[src/rtl/byte_lut_pkg.sv]
package byte_lut_pkg;
    parameter int unsigned LUT_NREG   = 4;
    parameter int unsigned LUT_REG_W  = 64;
    parameter int unsigned LUT_LANES  = 4;
    parameter int unsigned LUT_BYTE_W = 8;
endpackage

[src/rtl/byte_lut_bank.sv]
module byte_lut_bank #(
    parameter int unsigned NREG  = byte_lut_pkg::LUT_NREG,
    parameter int unsigned REG_W = byte_lut_pkg::LUT_REG_W,
    localparam int unsigned SEL_W = $clog2(NREG)
) (
    input  logic                    clk,
    input  logic                    rst,
    input  logic                    wr_en,
    input  logic [SEL_W-1:0]        wr_sel,
    input  logic [REG_W-1:0]        wr_data,
    output logic [NREG*REG_W-1:0]   table_flat
);
    logic [REG_W-1:0] tbl_d [NREG];
    logic [REG_W-1:0] tbl_q [NREG];

    always_comb begin
        for (int r = 0; r < NREG; r++) begin
            tbl_d[r] = tbl_q[r];
        end
        if (wr_en) begin
            tbl_d[wr_sel] = wr_data;
        end
    end

    always_ff @(posedge clk) begin
        for (int r = 0; r < NREG; r++) begin
            if (rst) tbl_q[r] <= '0;
            else     tbl_q[r] <= tbl_d[r];
        end
    end

    for (genvar g = 0; g < NREG; g++) begin : g_flat
        assign table_flat[g*REG_W +: REG_W] = tbl_q[g];

        // a write lands in the selected register at the next edge
        a_r7_write_lands: assert property (@(posedge clk) disable iff (rst)
            (wr_en && wr_sel == SEL_W'(g)) |=> table_flat[g*REG_W +: REG_W] == $past(wr_data));
        // unselected registers keep their contents
        a_r7_others_hold: assert property (@(posedge clk) disable iff (rst)
            !(wr_en && wr_sel == SEL_W'(g)) |=> $stable(table_flat[g*REG_W +: REG_W]));
    end
endmodule

[src/rtl/byte_lut_lane.sv]
module byte_lut_lane #(
    parameter int unsigned NREG   = byte_lut_pkg::LUT_NREG,
    parameter int unsigned REG_W  = byte_lut_pkg::LUT_REG_W,
    parameter int unsigned BYTE_W = byte_lut_pkg::LUT_BYTE_W,
    localparam int unsigned SEL_W = $clog2(NREG),
    localparam int unsigned BSEL_W = $clog2(REG_W / BYTE_W),
    localparam int unsigned POS_W = SEL_W + BSEL_W
) (
    input  logic [NREG*REG_W-1:0] table_flat,
    input  logic [BYTE_W-1:0]     lane_idx,
    input  logic [BYTE_W-1:0]     lane_dflt,
    input  logic [BYTE_W-1:0]     limit,
    output logic [BYTE_W-1:0]     lane_out
);
    logic              in_range;
    logic [POS_W-1:0]  pos;
    logic [BYTE_W-1:0] picked;

    always_comb begin
        in_range = lane_idx < limit;
        pos      = lane_idx[POS_W-1:0];
        picked   = table_flat[pos*BYTE_W +: BYTE_W];
        lane_out = in_range ? picked : lane_dflt;
    end
endmodule

[src/rtl/byte_lut_unit.sv]
module byte_lut_unit #(
    parameter int unsigned NREG   = byte_lut_pkg::LUT_NREG,
    parameter int unsigned REG_W  = byte_lut_pkg::LUT_REG_W,
    parameter int unsigned LANES  = byte_lut_pkg::LUT_LANES,
    parameter int unsigned BYTE_W = byte_lut_pkg::LUT_BYTE_W,
    localparam int unsigned SEL_W = $clog2(NREG),
    localparam int unsigned WORD_W = LANES * BYTE_W,
    localparam int unsigned BPR   = REG_W / BYTE_W
) (
    input  logic              clk,
    input  logic              rst,
    input  logic              wr_en,
    input  logic [SEL_W-1:0]  wr_sel,
    input  logic [REG_W-1:0]  wr_data,
    input  logic              req,
    input  logic [WORD_W-1:0] idx_word,
    input  logic [WORD_W-1:0] dflt_word,
    input  logic [SEL_W-1:0]  tbl_len,
    output logic              res_valid,
    output logic [WORD_W-1:0] res_word
);
    typedef struct packed {
        logic              valid;
        logic [WORD_W-1:0] word;
    } res_state_t;

    res_state_t st_d, st_q;
    logic [NREG*REG_W-1:0] table_flat;
    logic [BYTE_W-1:0]     limit;
    logic [WORD_W-1:0]     lookup;

    byte_lut_bank #(.NREG(NREG), .REG_W(REG_W)) i_bank (
        .clk        (clk),
        .rst        (rst),
        .wr_en      (wr_en),
        .wr_sel     (wr_sel),
        .wr_data    (wr_data),
        .table_flat (table_flat)
    );

    always_comb begin
        limit = (BYTE_W'(tbl_len) + BYTE_W'(1)) * BYTE_W'(BPR);
    end

    for (genvar k = 0; k < LANES; k++) begin : g_lane
        byte_lut_lane #(.NREG(NREG), .REG_W(REG_W), .BYTE_W(BYTE_W)) i_lane (
            .table_flat (table_flat),
            .lane_idx   (idx_word[k*BYTE_W +: BYTE_W]),
            .lane_dflt  (dflt_word[k*BYTE_W +: BYTE_W]),
            .limit      (limit),
            .lane_out   (lookup[k*BYTE_W +: BYTE_W])
        );

        // out-of-range lanes return the same-lane default byte
        a_r5_default_byte: assert property (@(posedge clk) disable iff (rst)
            (req && idx_word[k*BYTE_W +: BYTE_W] >= limit)
            |=> res_word[k*BYTE_W +: BYTE_W] == $past(dflt_word[k*BYTE_W +: BYTE_W]));
    end

    always_comb begin
        st_d       = st_q;
        st_d.valid = req;
        if (req) begin
            st_d.word = lookup;
        end
    end

    always_ff @(posedge clk) begin
        if (rst) st_q <= '0;
        else     st_q <= st_d;
    end

    assign res_valid = st_q.valid;
    assign res_word  = st_q.word;

    // valid follows the request by exactly one cycle
    a_r8_valid_after_req: assert property (@(posedge clk) disable iff (rst)
        req |=> res_valid);
    a_r8_no_spurious_valid: assert property (@(posedge clk) disable iff (rst)
        !req |=> !res_valid);
    // result holds while no request is made
    a_r8_hold_result: assert property (@(posedge clk) disable iff (rst)
        !req |=> $stable(res_word));
endmodule

[config.mk]
export PLATFORM = sky130hd
export DESIGN_NAME = byte_lut_unit
export DESIGN_NICKNAME = d
export VERILOG_FILES = /design/src/rtl/byte_lut_pkg.sv /design/src/rtl/byte_lut_bank.sv /design/src/rtl/byte_lut_lane.sv /design/src/rtl/byte_lut_unit.sv
export SDC_FILE = /design/constraint.sdc
export NUM_CORES = 1
export LEC_CHECK = 0
export BUFFER_PORTS_ARGS = -buffer_cell sky130_fd_sc_hd__buf_2
export CAP_MARGIN = 20
export CORE_MARGIN = 10
export CORE_UTILIZATION = 35
export CTS_CLUSTER_SIZE = 40
export DETAILED_ROUTE_END_ITERATION = 7
export PLACE_DENSITY = 0.57
export SYNTH_ARGS = -nofsm -noshare
export SYNTH_HDL_FRONTEND = slang
export SYNTH_SLANG_ARGS = --single-unit
[constraint.sdc]
create_clock -name clk -period 5.2 [get_ports clk]
set_input_delay 1.04 -clock clk [delete_from_list [all_inputs] [get_ports clk]]
set_output_delay 1.04 -clock clk [all_outputs]
set_load 0.05 [all_outputs]
* After elaboration in Yosys (flattened, before gate mapping) *
Memories as Yosys holds them, arrays and structs flattened.
Cells that the tools add are included.

word-level totals
  bits in registers = 33
  memories = 1
  output and inout port bits = 33
  RAM bits = 256
  word-level logic and storage cells = 35

cells by class
  add/sub/neg operators = 1
  muxes and demuxes = 15
  shifts and indexed selects = 4
  bitwise operators = 5
  reductions and logical operators = 1
  order comparisons = 6

memories
  name          depth  bits a word  rd ports  clocked after memory_dff  write ports  RTL line             source
  i_bank.tbl_q  4      64           4         0                         4            byte_lut_bank.sv:14  logic [REG_W-1:0] tbl_q [NREG];

operators by type and width
  operator                                                     count
  variable part select 256 x 9 -> 8 bit                        4
  two-way mux 64 bit                                           5
  bitwise mux 256 bit                                          1
  two-way mux 256 bit                                          1
  demux 64 bit (select 2 bit)                                  1
  less-than comparator 8 x 6 -> 1 bit                          4
  two-way mux 8 bit                                            4
  bitwise OR 1 bit                                             4
  adder 2 x 1 -> 3 bit (second input constant)                 1
  >= comparator 3 bit (second input constant)                  1
  less-than comparator 3 x 1 -> 1 bit (second input constant)  1
  two-way mux 1 bit                                            3
  inverter 2 -> 3 bit                                          1
  logical AND 1 bit                                            1

* Logic depth before layout (Yosys ltp) *
  depth in word-level cells = 8
  gate-level depth with buffers = 9
  depth with buffers taken out = 8

* Modules after synthesis *
A second synthesis with hierarchy kept.

unflattened totals
  cells, all modules = 1938
  area, all modules = 21408.0 um^2

by module, submodules not included
  module         sequential area each (um^2)  cells each  instances  area each (um^2)
  byte_lut_bank  5124.9                       901         1          10110.9
  byte_lut_lane  0.0                          232         4          2518.7
  byte_lut_unit  660.6                        109         1          1222.4

* Least setup slack after synthesis *
No wires, ideal clock.

  path kind = input-to-reg
  from = in tbl_len[0]
  to = reg st_q, in the netlist res_word[11]
  arrival = 2720 ps
  buffers on the path = 0
  slack = 2341 ps
  required time = 5061 ps
  library setup time = 139 ps
  cell stages on the path = 8
  cells stage by stage = ha_1 -> inv_1 -> ha_1 -> inv_1 -> o311ai_1 -> a311oi_1 -> a32oi_1 -> a311oi_2

on the way
  word-level cells in the longest chain between the ends = 3

RTL lines
  item                                 RTL line             source
  from (decl)                          byte_lut_unit.sv:18  input logic [SEL_W-1:0] tbl_len,
  adder 2 x 1 -> 3 bit                 byte_lut_unit.sv:42  limit = (BYTE_W'(tbl_len) + BYTE_W'(1)) * BYTE_W'(BPR);
  less-than comparator 8 x 6 -> 1 bit  byte_lut_lane.sv:20  in_range = lane_idx < limit;
  two-way mux 8 bit                    byte_lut_lane.sv:23  lane_out = in_range ? picked : lane_dflt;
  to (signal assigned)                 byte_lut_unit.sv:70  else st_q <= st_d;
  to (decl)                            byte_lut_unit.sv:27  res_state_t st_d, st_q;

Every way passes these cells.
A chain may end at the register's enable or synchronous reset.

* Final worst setup path *
  from = in idx_word[2]
  to = reg st_q, in the netlist res_word[7]

on the way
  word-level cells in the longest chain between the ends = 2
  elaborated cells on any way between the ends = 3
  those cells by class = order compare (1); shift (1); mux (1)

RTL lines
  item                                                                                          RTL line                                  source
  from (decl)                                                                                   byte_lut_unit.sv:16                       input logic [WORD_W-1:0] idx_word,
  variable part select 256 x 9 -> 8 bit or less-than comparator 8 x 6 -> 1 bit (tied branches)  byte_lut_lane.sv:22, byte_lut_lane.sv:20
  two-way mux 8 bit (*)                                                                         byte_lut_lane.sv:23

Every way passes the cells marked *; elsewhere a longest branch is shown, timed or not.

==> results.md <==
* Status: finished, final reports clean
* Required time worst endpoint at 5.65 ns
* WL per Instance at 30.7 µm
* ANT nets after route at 0
* Post-synth top flop: dfxtp_1
* H-tree depth at 2
* Grt total ovfl at 0
* Yosys reg bits at 289
* CTS Buf Count at 35
* Port buffer count at 168
* Hold Vio Cnt, Final at 0
* Post-CTS Setup Bufs at 0
* Seq/Total Area, Yosys at 30.9%
* Clock Latency Late Sink at 0.57 ns
* Die Wd at 251 µm
* Critical path capture point type: flip-flop
* RSZ-0062 raised after global routing: false
* Post-synthesis xor/xnor area fraction at 0%
* Worst-path clk slew at 0.06 ns
* Period Utilization, post-route at 59.3%
* Synth Area in Adders at 0.440%
* CP arrival at 3.53 ns
* Dpl cell area at 19900 µm²
* Final min period at 3.08 ns
* Sum Neg Setup Slack at 0 ns
* Final layout net count at 2185
* Avg Cell Area, Syn at 9.44 µm²
* Die footprint at 63200 µm²
* Largest family of logic cells by synthesized area: multiplexers
* # hold bufs at CTS at 0
* Drt total wl at 84.8 mm
* DP Wirelength at 59.6 mm
* CTS max path bufs at 3
* Worst hold margin at 0.468 ns
* EDFF count, synth at 0
* First-pass GRT wire length at 121 mm
* Cell at the slowest stage of the critical path: mux4_2
* Fin area at 21000 µm²
* CTS tree: yes
* Largest net degree at the start of global routing at 146
* Pins over their slew limit at 0
* CP Cell Sequence: buf_2 -> buf_4 -> mux4_2 -> nor2b_1 -> a211oi_1 -> nor4b_2 -> a221o_1
* Vias/cell at 6.48
* Cts repair resizes at 0
* Multi-input gate area at 12000 µm²
* Worst min path class: reg -> reg
* Starting DRC count in detailed routing at 2912
* # fillers at 5215
* Lkg Pwr at 7.60 nW
* Top-level I/O count at 169
* Site Rows at 84
* Vias in the first global route at 16600
* Simple-Gate Fraction of Synth Area at 15.1%
* Register area at 5790 µm²
* Synth Area in Compound Gates at 15.6%
* CP Launch Type: primary input
* Max-cap violations at 0
* Die Height at 251 µm
* Buf/Inv on CP at 2
* Vias at 17900
* Largest cells by area after synthesis: dfxtp_1 (31%), mux4_2 (25%), nand2_1 (12%)
* Tot Pwr at 5.86 mW
* Slew @ Worst Pin at 1.11 ns
* Synth Net Count at 2127
* Crit path kind: in -> reg
* Area Growth Syn to Fin at 12.0%
* Total track usage at 25.9%
* Peak supply drop at 0.000193 V
* Synthesis Warnings at 0
* Crit-path max cell delay at 0.56 ns
* Maximum fanout along the worst path at 32
* Multiplexer share of the synthesized area at 32.7%
* CP top delay family: buffers and inverters
* Final setup skew at 0.0118 ns
* Netlist Area Pre-Place at 18700 µm²
* Cells after Synth at 1986
* Async SR Flop Fraction at 0%
* Clock root buffer: clkbuf_16
* CTS Sinks at 289
* Finish-stage setup viols at 0
* Post-synth top area share at 30.9%
* Cell taking the most area after synthesis: dfxtp_1
* # DRC at 0
* Core area at 52800 µm²
* Post-synthesis cell type count at 62
* Share of cells above drive strength 1 at 23.8%
* Antenna violations before repair at 23
* Highest clock rate at 324 MHz
* Slew HR at 26.0%
* Initial cell density of the core at 35.5%
* Detailed Routing Iterations Pass 1 at 8
* GP Congestion at 0.985
* PD cells at 279 nW/µm²
-- layer usage --
metal	share of wire (%)	vias up	wire length (µm)	track usage, %
met3	15	237	12500	9.67
met5	0.16	-	138	0
li1	-	7501	-	-
met2	41	1335	34800	36.8
met1	39	8818	33300	34.5
met4	4.9	20	4190	11.8
-- worst register-to-register path: stages (launching register included) --
cell and delay (ns):
dfxtp_1 0.46, mux2i_1 0.14, a22oi_1 0.21, a21oi_1 0.12
nor4b_1 0.83, a221o_1 0.26
-- synthesized netlist by cell type, types with 12 or more instances --
| library cell | number |
|---|---|
| a21oi_1 | 279 |
| a211oi_1 | 16 |
| mux2i_1 | 114 |
| nor2b_1 | 27 |
| nand2_1 | 578 |
| clkbuf_1 | 107 |
| buf_1 | 17 |
| dfxtp_1 | 289 |
| mux4_1 | 12 |
| buf_2 | 35 |
| a221oi_1 | 12 |
| mux4_2 | 206 |
| o22ai_1 | 29 |
| a221o_1 | 15 |
| a22oi_1 | 41 |
| and3_1 | 15 |
| nor2_1 | 24 |
-- cells in the final DEF, fill, tap and decap left out, types with 16 or more instances in the layout --
cell / n
a211oi_1: 16
nand2_1: 578
dfxtp_1: 289
a22oi_1: 41
a21oi_1: 279
nor2b_1: 24
clkbuf_16: 37
o22ai_1: 29
buf_4: 37
buf_2: 163
nor2_1: 20
mux4_2: 206
mux2i_1: 114
-- power by group --
group	switching, mW	internal [mW]
combinational	0.674	0.384
clock	1.03	1.36
sequential	0.119	2.30
-- metrics by stage --
step	util (%)	setup WS (ns)	cells
after global placement	37.7	1.24	2694
after global routing	39.8	2.02	2756
after detailed placement	37.7	1.59	2695
after CTS	39.8	2.16	2755
final	39.8	2.12	2766
after floorplan	-	2.34	1986
-- sequential cells by signal (all words and copies together) (netlist names) --
signal        flops
i_bank.tbl_q    256
res_valid         1
res_word         32
-- worst paths after layout --
| path | from | endpoint | slack (ns) | depth (start not counted) |
|---|---|---|---|---|
| worst max-delay path | idx_word[2] | res_word[7] | 2.12 | 7 |
| worst min-delay path | res_word[19] | res_word[19] | 0.47 | 2 |
| worst max register to register | i_bank.tbl_q[3][19] | res_word[3] | 3.12 | 5 |
| worst min register to register | res_word[19] | res_word[19] | 0.47 | 2 |
-- cell type report --
class                   count  share of cell area (%)
diodes                     11                   0.131
clock buffers              51                    4.85
clock inverters             9                   0.238
inverters                   7                   0.125
multi-input cells        1504                    57.2
flip-flops and latches    289                    27.5
well taps                 688                    4.10
repair buffers            207                    5.80
-- logic make-up (layout without fill, tap and decap cells) --
kind of cell               Yosys count  in the layout
adders and majority gates            7              7
DFF                                289            289
buffers and inverters              193            274
and+or+nand+nor                    689            689
muxes                              335            335
other                                0             11
AOI/OAI and AO/OA                  473            473
(Power assumes the default switching activity.)
